**src/rtl/ir_pkg.sv**
```systemverilog
package ir_pkg;
  localparam int unsigned IR_DATA_W   = 8;
  localparam int unsigned IR_BIT_ENHI = 7;
  localparam int unsigned IR_BIT_ENLO = 6;
  localparam int unsigned IR_BIT_RX   = 1;
  localparam int unsigned IR_BIT_LED  = 0;
  localparam int unsigned IR_FILL_HI  = 5;
  localparam int unsigned IR_FILL_LO  = 2;
  localparam int unsigned IR_FILL_W   = IR_FILL_HI - IR_FILL_LO + 1;
  localparam int unsigned IR_NUM_SRC  = 3;

  typedef struct packed {
    logic en_hi;
    logic en_lo;
    logic led;
  } ir_ctrl_t;
endpackage

```
**src/rtl/ir_ctrl_store.sv**
```systemverilog
module ir_ctrl_store
  import ir_pkg::*;
#(
  parameter int unsigned DATA_W = IR_DATA_W
) (
  input  logic              clk,
  input  logic              rst_n,
  input  logic              wr_en_i,
  input  logic [DATA_W-1:0] wr_data_i,
  output ir_ctrl_t          ctrl_o
);
  ir_ctrl_t ctrl_q;
  ir_ctrl_t ctrl_d;

  always_comb begin
    ctrl_d = ctrl_q;
    if (wr_en_i) begin
      ctrl_d.en_hi = wr_data_i[IR_BIT_ENHI];
      ctrl_d.en_lo = wr_data_i[IR_BIT_ENLO];
      ctrl_d.led   = wr_data_i[IR_BIT_LED];
    end
  end

  always_ff @(posedge clk or negedge rst_n) begin
    if (!rst_n) ctrl_q <= '0;
    else        ctrl_q <= ctrl_d;
  end

  assign ctrl_o = ctrl_q;
endmodule

```
**src/rtl/ir_light_detect.sv**
```systemverilog
module ir_light_detect #(
  parameter int unsigned NUM_SRC = ir_pkg::IR_NUM_SRC
) (
  input  logic [NUM_SRC-1:0] src_i,
  output logic               light_o
);
  logic [NUM_SRC:0] chain;

  assign chain[0] = 1'b0;
  for (genvar g = 0; g < NUM_SRC; g++) begin : g_src
    assign chain[g+1] = chain[g] | src_i[g];
  end

  assign light_o = chain[NUM_SRC];
endmodule

```
**src/rtl/ir_read_mux.sv**
```systemverilog
module ir_read_mux
  import ir_pkg::*;
#(
  parameter int unsigned DATA_W = IR_DATA_W
) (
  input  logic              color_mode_i,
  input  ir_ctrl_t          ctrl_i,
  input  logic              light_i,
  output logic [DATA_W-1:0] rd_data_o
);
  logic [DATA_W-1:0] reg_view;

  always_comb begin
    reg_view                          = '0;
    reg_view[IR_BIT_ENHI]             = ctrl_i.en_hi;
    reg_view[IR_BIT_ENLO]             = ctrl_i.en_lo;
    reg_view[IR_FILL_HI:IR_FILL_LO]   = {IR_FILL_W{1'b1}};
    reg_view[IR_BIT_RX]               = ctrl_i.en_hi & ctrl_i.en_lo & light_i;
    reg_view[IR_BIT_LED]              = ctrl_i.led;
  end

  assign rd_data_o = color_mode_i ? reg_view : {DATA_W{1'b1}};
endmodule

```
**src/rtl/ir_status_reg.sv**
```systemverilog
module ir_status_reg
  import ir_pkg::*;
#(
  parameter int unsigned DATA_W = IR_DATA_W
) (
  input  logic              clk,
  input  logic              rst_n,
  input  logic              color_mode_i,
  input  logic              wr_en_i,
  input  logic [DATA_W-1:0] wr_data_i,
  output logic [DATA_W-1:0] rd_data_o,
  input  logic              sensor_i,
  input  logic              cart_led_i
);
  ir_ctrl_t              ctrl_q;
  logic                  light;
  logic [IR_NUM_SRC-1:0] light_src;

  ir_ctrl_store #(.DATA_W(DATA_W)) u_store (
    .clk       (clk),
    .rst_n     (rst_n),
    .wr_en_i   (wr_en_i),
    .wr_data_i (wr_data_i),
    .ctrl_o    (ctrl_q)
  );

  assign light_src = {cart_led_i, ctrl_q.led, sensor_i};

  ir_light_detect #(.NUM_SRC(IR_NUM_SRC)) u_light (
    .src_i   (light_src),
    .light_o (light)
  );

  ir_read_mux #(.DATA_W(DATA_W)) u_rmux (
    .color_mode_i (color_mode_i),
    .ctrl_i       (ctrl_q),
    .light_i      (light),
    .rd_data_o    (rd_data_o)
  );
endmodule

```
**config.mk**
```make
export PLATFORM = sky130hd
export DESIGN_NAME = ir_status_reg
export DESIGN_NICKNAME = d
export VERILOG_FILES = /design/src/rtl/ir_pkg.sv /design/src/rtl/ir_ctrl_store.sv /design/src/rtl/ir_light_detect.sv /design/src/rtl/ir_read_mux.sv /design/src/rtl/ir_status_reg.sv
export SDC_FILE = /design/constraint.sdc
export NUM_CORES = 1
export LEC_CHECK = 0
export BUFFER_PORTS_ARGS = -buffer_cell sky130_fd_sc_hd__buf_2
export CORE_AREA = 10 10 47 49
export DETAILED_ROUTE_END_ITERATION = 8
export DIE_AREA = 0 0 57 59
export SLEW_MARGIN = 25
export SYNTH_ARGS = -nofsm -noshare
export SYNTH_HDL_FRONTEND = slang
export SYNTH_SLANG_ARGS = --single-unit
```
**constraint.sdc**
```tcl
create_clock -name clk -period 1.9 [get_ports clk]
set_clock_uncertainty 0.05 [all_clocks]
set_input_delay 0.285 -clock clk [delete_from_list [all_inputs] [get_ports clk]]
set_output_delay 0.285 -clock clk [all_outputs]
set_load 0.01 [all_outputs]
```
# Word level (Yosys, flattened, before mapping)
# Index checks and enable logic that the tools add are counted.
# totals
reg_bits,3
inputBits,14
out_inout_bits,8
elab_cells,8
# classes
n_mux,1
bitwise_logic,4
# op_table
operator,n
$mux W8,1
$and A1 B1 Y1,2
$or A1 B1 Y1,2

# Depth between registers and ports, before layout
# Gate-level depths: netlist of the first run.
# depth
ltp_word,4
mapped_depth,2

# Hierarchy
# Synthesis of the first run repeated with hierarchy kept, for this count alone.
# hier_totals
hier_cells,17
hier_area_um2,176.4
# by_module_without_submodules
module,instances,cells_per_inst,area_per_inst_um2
ir_ctrl_store,1,6,108.9
ir_read_mux,1,10,61.3
ir_light_detect,1,1,6.3

# Worst setup path after synthesis of the first run
# Ideal clock, no wire load.
# synth_path
path_type,flip-flop to output port
from,"register, netlist name u_store.ctrl_o[0]"
to,output rd_data_o[1]
arrival_ns,0.743
t_required_ns,1.565
setup_slack_ns,0.822
stages_incl_launch_ff,3
cell_sequence,dfrtp_1 > o311ai_1 > nand2_1
# synth_between
elab_chain_len,4
# synth_lines
element,line_no,text
$or A1 B1 Y1 (2 in a row),ir_light_detect.sv:11,assign chain[g+1] = chain[g] | src_i[g];
$and A1 B1 Y1,ir_read_mux.sv:18,reg_view[IR_BIT_RX] = ctrl_i.en_hi & ctrl_i.en_lo & light_i;
$mux W8,ir_read_mux.sv:22,assign rd_data_o = color_mode_i ? reg_view : {DATA_W{1'b1}};
to (decl),ir_status_reg.sv:11,"output logic [DATA_W-1:0] rd_data_o,"
# Every way passes these cells.

# Final worst setup path of the first run
# layout_path
from,"register, netlist name u_store.ctrl_o[0]"
to,output rd_data_o[1]
# layout_between
elab_chain_len,4
# layout_lines
element,line_no
$or A1 B1 Y1 (2 in a row),ir_light_detect.sv:11
$and A1 B1 Y1,ir_read_mux.sv:18
$mux W8,ir_read_mux.sv:22
# Every way passes these cells.

==> metrics.cfg, run 1 <==
[run_status]
status=finished clean

[route]
viasPerCell=3.375
antenna_left=0
wl_per_cell_um=10.40
drtIter0Drc=0
route.detailed.drc=0
vias=162
drt_wl_total_um=499
dr.pass1.iters=1

[place]
hpwl_um=426.8
io_buffers=12
routabilityCongestion=0.6308
dp_slack_ns=0.7061
place_area_um2=235.2

[power]
p_leak_nw=0.1349
peakVddDrop_uv=170.0
powerDensity_mw_per_mm2=826.1

[critical_path]
rr_startpoint=u_store.ctrl_o[1]
cp.arrival_ns=1.09
crit_fanout=3
rr_endpoint=u_store.ctrl_o[1]
end_kind=primary output
r2r_slack_ns=1.05
critPathKind=flop to primary output
startpoint_type=flop
worstPathRequired_ns=1.56
max_stage_delay_ns=0.38
slowest_stage=dfrtp_1
path_cells=o311ai_1 > nand2_1 > buf_2
rr_worst_depth=1

[layout]
final_nets=47
fillers=163
largest_reg_flops=3
drive_above_1_share=0.4688
design_area_um2=271.5
synthToLayoutAreaGrowth_pct=56.11
antennaDiodeCount=0

[sta]
hold_viol=0
setup_viol=0
fin_hold_ws_ns=0.2225
setup_ws_ns=0.4728
slew_viol_final=0
rsz0062_at_grt=false
setup_tns_ns=0
fmax_ghz=0.7006
final.min_clock_period_ns=1.427
min_period_over_period=0.7512

[cts]
clk_latency_ns=0.23
cts-resized-gates=0
clkSinkCount=3
clockRootBuffer=clkbuf_4
cts_tree=yes
htreeDepth=1
cts_buffers=3
clk_pin_slew_worst_paths_ns=0.04
cts.path.max_buffers=2
postCtsSetupRepairBufs=0
hold_buffers=1

[logic_synthesis]
postSynthAreaPerCell_um2=10.87
yosys.area.top_type=dfrtp_1
yosysUniqueCellTypes=7
yosysTopAreaCellShare=0.4317
yosys-top-cells-area=dfrtp_1 (43%), mux2_1 (19%), buf_4 (17%), nand2b_1 (11%), o311ai_1 (5.0%)
yosysSeqAreaShare=0.4317
ys_ff_latch=3
synth_area_um2=173.9
syn_inst=16
ys_warn_count=0

[floorplan]
die_h_um=59
start_util=0.1241
die_width_um=57
io_pins=22
rows=14
die-area_mm2=0.003363
core_area_mm2=0.001401

[hold_path]
holdPathStages=2
worstHoldStart=wr_data_i[7]
hold_class=input pin to flop
hold_end=u_store.ctrl_o[2]

[global_route]
grt_pass1_vias=172
track_usage=0.03477
grt_overflow=0
antenna_found_initial=0
grt_pass1_wl_um=772
grt_max_degree=5

[flow_run]
maxCapViolCount=0

-- per-layer routing --
metal,vias up,global-route usage,wire [µm]
li1,78,-,-
met1,70,0.02533,168
met2,14,0.04031,226
met3,0,0.03863,103
met4,0,0.05034,0
met5,-,0,0
-- area by class of cell --
cell class / count / area, µm² / area share
multi-input cells: 12 / 80.08 / 0.2949
flip-flops and latches: 3 / 75.07 / 0.2765
repair buffers: 13 / 70.07 / 0.2581
clock buffers: 4 / 26.28 / 0.09677
well taps: 16 / 20.02 / 0.07373
-- metrics by stage --
stage	util	instances	total power, mW
global route	0.1938	48	0.2472
CTS	0.1938	48	0.2314
floorplan	-	19	0.09874
finish	0.1938	48	0.2243
global placement	0.1679	43	0.1114
detailed placement	0.1679	43	0.1125
-- synth_stat cells --
master,count
nand2_1,1
nand2b_1,3
dfrtp_1,3
buf_4,4
mux2_1,3
o311ai_1,1
conb_1,1
-- how the worst max path moves through the flow --
stage / startpoint / to / slack, ns / cells past startpoint
after floorplan: u_store.ctrl_o[0] / rd_data_o[1] / 0.82 / 2
after global placement: sensor_i / rd_data_o[1] / 0.73 / 4
after detailed placement: u_store.ctrl_o[0] / rd_data_o[1] / 0.71 / 3
after CTS: u_store.ctrl_o[0] / rd_data_o[1] / 0.45 / 3
after global routing: u_store.ctrl_o[0] / rd_data_o[1] / 0.40 / 3
final: u_store.ctrl_o[0] / rd_data_o[1] / 0.47 / 3
-- critical path: cells and delay by family (launching register included) --
family | cells | cell delay [ns]
AND/OR/NAND/NOR | 1 | 0.07
flip-flops | 1 | 0.38
buffers and inverters | 1 | 0.14
AO/OA/AOI/OAI | 1 | 0.27
-- report_power, final --
group          switching, mW  total, mW  internal, mW
combinational         0.0179     0.0375        0.0197
clock                 0.0331      0.112        0.0787
sequential           0.00418     0.0749        0.0707
total                 0.0552      0.224         0.169
-- layout by cell type (no fill, tap or decap) --
cell type / netlist / final
nand2_1: 1 / 1
mux2_1: 3 / 3
dfrtp_1: 3 / 3
nand2b_1: 3 / 3
clkbuf_1: 0 / 1
clkbuf_4: 0 / 3
buf_2: 0 / 12
dlygate4sd3_1: 0 / 1
conb_1: 1 / 4
o311ai_1: 1 / 1
-- kinds of logic after synthesis --
group | count (synthesis) | synth area share
multiplexers | 3 | 0.1942
buffers and inverters | 4 | 0.1727
other | 1 | 0.02156
flip-flops | 3 | 0.4316
AO/OA/AOI/OAI | 1 | 0.05037
AND/OR/NAND/NOR | 4 | 0.1295
Power figures use the tool's default switching activity.
==> run 2, diff against run 1 <==
==> constraint.sdc (replaced) <==
create_clock -name clk -period 1.4 [get_ports clk]
set_clock_uncertainty 0.05 [all_clocks]
set_input_delay 0.21 -clock clk [delete_from_list [all_inputs] [get_ports clk]]
set_output_delay 0.21 -clock clk [all_outputs]
set_load 0.01 [all_outputs]
==> run 2 against run 1 <==
Count of clock-buffer cells in the layout is the same. Sequential share of layout area is the same. Clock power grew 36%. Largest cell class unchanged. Global-route usage is the same. Critical endpoint unchanged. Critical path type unchanged. Hold slack lost 0.075 ns. Setup slack lost 0.38 ns.
==> metrics.cfg, run 2 (synthesis gave the netlist of run 1 again) <==
[cts]
cts_buffers=3
htreeDepth=1
clockRootBuffer=clkbuf_4
clkSinkCount=3
cts.path.max_buffers=2
clk_pin_slew_worst_paths_ns=0.04
cts_tree=yes
postCtsSetupRepairBufs=0
cts-resized-gates=0
clk_latency_ns=0.23

[global_route]
grt_max_degree=5
grt_pass1_vias=172
track_usage=0.03477
grt_overflow=0
antenna_found_initial=0
grt_pass1_wl_um=772

[route]
drt_wl_total_um=501
antenna_left=0
viasPerCell=3.375
route.detailed.drc=0
vias=162
dr.pass1.iters=1
wl_per_cell_um=10.44
drtIter0Drc=0

[sta]
setup_tns_ns=0
slew_viol_final=0
rsz0062_at_grt=false
setup_ws_ns=0.08979
setup_viol=0
min_period_over_period=0.9359
hold_viol=0
fin_hold_ws_ns=0.1475
fmax_ghz=0.7632
final.min_clock_period_ns=1.310

[floorplan]
io_pins=22
core_area_mm2=0.001401
die-area_mm2=0.003363
rows=14
start_util=0.1241
die_width_um=57
die_h_um=59

[place]
routabilityCongestion=0.6308
place_area_um2=235.2
hpwl_um=426.8
dp_slack_ns=0.2811
place_inst=43
io_buffers=12

[critical_path]
crit_end=rd_data_o[1]
r2r_slack_ns=0.55
startpoint=u_store.ctrl_o[0]
cp.arrival_ns=1.05
startpoint_type=flop
end_kind=primary output
critPathKind=flop to primary output
rr_startpoint=u_store.ctrl_o[1]
worstPathRequired_ns=1.14
crit_fanout=3
rr_worst_depth=1
rr_endpoint=u_store.ctrl_o[1]

[layout]
largest_reg_flops=3
layout.cells.non_filler=48
final_nets=47
drive_above_1_share=0.4688
multi_input_area_um2=80.08
synthToLayoutAreaGrowth_pct=56.11
final_cell_mix=buf_2 (12), conb_1 (4)
fin_util=0.1938
antennaDiodeCount=0
design_area_um2=271.5
seq_area_um2=75.07
fillers=163
final_common_cell=buf_2

[flow_run]
maxCapViolCount=0

[hold_path]
hold_class=input pin to flop
worstHoldStart=wr_data_i[7]

[power]
p_leak_nw=0.1349
power.total_uw=304.6
powerDensity_mw_per_mm2=1122
peakVddDrop_uv=230.8

[run_status]
status=finished clean

-- run 2: metal layers --
| metal | track usage | part of all wire | up-vias |
|---|---|---|---|
| met3 | 0.03863 | 0.21 | 0 |
| met2 | 0.04031 | 0.45 | 14 |
| met1 | 0.02533 | 0.34 | 70 |
| li1 | - | - | 78 |
| met5 | 0 | 0 | - |
| met4 | 0.05034 | 0 | 0 |
-- run 2: worst min path at each step --
stage,endpoint,slack [ns],cells past startpoint
floorplan,u_store.ctrl_o[0],-0.14,0
global placement,u_store.ctrl_o[2],-0.04,1
detailed placement,u_store.ctrl_o[2],-0.04,1
CTS,u_store.ctrl_o[2],0.14,2
global route,u_store.ctrl_o[0],0.14,2
finish,u_store.ctrl_o[2],0.15,2
-- run 2: what timing repair did --
item                                    in CTS  in global routing
endpoints found under the setup margin       0                  1
hold buffers                                 1                  0
hold endpoints to repair                     3                  0
-- run 2: final cells by class --
| cell class | instances | area share |
|---|---|---|
| Clock buffer | 4 | 0.09677 |
| Sequential cell | 3 | 0.2765 |
| Timing Repair Buffer | 13 | 0.2581 |
| Tap cell | 16 | 0.07373 |
| Multi-Input combinational cell | 12 | 0.2949 |
-- run 2: power breakdown --
| part | switching, mW | internal [mW] | total [mW] |
|---|---|---|---|
| Combinational | 0.0243 | 0.0267 | 0.0510 |
| Sequential | 0.00586 | 0.0960 | 0.102 |
| Clock | 0.0450 | 0.107 | 0.152 |
-- run 2: worst max-delay path, stage by stage (launching register included) --
cell and delay [ns]:
dfrtp_1 0.38, o311ai_1 0.23, nand2_1 0.07, buf_2 0.14
==> run 3, diff against run 2 <==
--- a/config.mk
+++ b/config.mk
@@ -6,9 +6,9 @@
 export NUM_CORES = 1
 export LEC_CHECK = 0
 export BUFFER_PORTS_ARGS = -buffer_cell sky130_fd_sc_hd__buf_2
-export CORE_AREA = 10 10 47 49
+export CORE_AREA = 2 2 39 41
 export DETAILED_ROUTE_END_ITERATION = 8
-export DIE_AREA = 0 0 57 59
+export DIE_AREA = 0 0 41 43
 export SLEW_MARGIN = 25
 export SYNTH_ARGS = -nofsm -noshare
 export SYNTH_HDL_FRONTEND = slang
==> run 3 against run 2 <==
Sequential cell count is the same. Power is essentially flat. Hold slack better by 0.0026 ns. Wire length shrank 22%. Combinational power rose by 3%. Count of clock-buffer cells in the layout unchanged. Critical endpoint unchanged.
==> metrics.cfg, run 3 (synthesis gave the netlist of run 1 again) <==
[run_status]
status=finished clean

[route]
route.detailed.drc=0
dr.pass1.iters=2
wl_per_cell_um=8.188
viasPerCell=3.500
vias=168
drt_wl_total_um=393
antenna_left=0
drtIter0Drc=2

[layout]
antennaDiodeCount=0
final_cell_mix=buf_2 (12), conb_1 (4)
final_common_cell=buf_2
drive_above_1_share=0.5000
largest_reg_flops=3
fin_util=0.2016
final_nets=47
synthToLayoutAreaGrowth_pct=60.43
layout.cells.non_filler=48

[cts]
htreeDepth=1
cts_tree=yes
clkSinkCount=3
postCtsSetupRepairBufs=0
clk_pin_slew_worst_paths_ns=0.04
clockRootBuffer=clkbuf_4
cts_buffers=3
cts.path.max_buffers=2
clk_latency_ns=0.23

[critical_path]
path_cells=o311ai_2 > nand2_1 > buf_2
rr_startpoint=u_store.ctrl_o[2]
startpoint=u_store.ctrl_o[0]
max_stage_delay_ns=0.39
startpoint_type=flop
end_kind=primary output
worstPathRequired_ns=1.14
crit_fanout=3
path_delay_family=flip-flops
critPathKind=flop to primary output
cp.arrival_ns=1.04
path_buf_inv=1
slowest_stage=dfrtp_1
r2r_slack_ns=0.55

[global_route]
track_usage=0.05841
grt_max_degree=5
antenna_found_initial=0
grt_pass1_vias=153
grt_pass1_wl_um=600
grt_overflow=0

[power]
peakVddDrop_uv=455.0
p_leak_nw=0.1354
powerDensity_mw_per_mm2=1092

[hold_path]
worstHoldStart=wr_data_i[6]
hold_class=input pin to flop

[sta]
fmax_ghz=0.7674
hold_viol=0
rsz0062_at_grt=false
setup_tns_ns=0
final.min_clock_period_ns=1.303
setup_viol=0
slew_viol_final=0
min_period_over_period=0.9308
fin_hold_ws_ns=0.1500
setup_ws_ns=0.09693

[place]
hpwl_um=323.4
routabilityCongestion=0.5582
io_buffers=12
place_inst=43
dp_slack_ns=0.2824

[floorplan]
io_pins=22
core_area_mm2=0.001384
die-area_mm2=0.001763
start_util=0.1257
die_width_um=41
die_h_um=43
rows=14

[flow_run]
maxCapViolCount=0

[run 3: cell types whose count changed in the layout (fill, tap and decap cells not counted)]
cell      before  now
o311ai_1       1    0
o311ai_2       0    1
[run 3: layout make-up]
cell class | count | area, µm²
timing repair buffer | 13 | 70.07
clock buffer | 4 | 26.28
sequential | 3 | 75.07
multi-input combinational | 12 | 87.58
fill | 160 | 1105
tap | 16 | 20.02
[run 3: per-layer routing]
metal  routed length [µm]  track usage  vias up  share of wire
met5                    0            0        -              0
met4                    0      0.06000        0              0
met3                   86      0.05759        0           0.22
met2                  153      0.05313       15           0.39
met1                  152      0.06818       76           0.39
li1                     -            -       77              -
[run 3: per-stage QoR]
step / cell area [µm²] / power, mW
2_1_floorplan: 185.2 / 0.1340
3_3_place_gp: 235.2 / 0.1512
3_5_place_dp: 235.2 / 0.1527
4_1_cts: 271.5 / 0.3112
5_1_grt: 279.0 / 0.3281
6_report: 279.0 / 0.3047
[run 3: power breakdown]
group	switching (mW)	leakage, nW	internal [mW]
Combinational	0.0244	0.0853	0.0280
Clock	0.0422	0.0150	0.107
Sequential	0.00746	0.0351	0.0960
[run 3: path summary, 6_finish.rpt]
check	to	cells after the start
min in group asynchronous	u_store.ctrl_o[2]	2
setup / recovery	rd_data_o[1]	3
hold / removal	u_store.ctrl_o[1]	2
max in group asynchronous	u_store.ctrl_o[1]	2
hold reg to reg	u_store.ctrl_o[0]	1
setup reg to reg	u_store.ctrl_o[2]	1
[run 3: repair_timing]
item | 4_1_cts | 5_1_grt
endpoints found under the hold margin | 3 | 0
hold buffers | 1 | 0
gates resized for setup | 0 | 1
endpoints found under the setup margin | 0 | 1
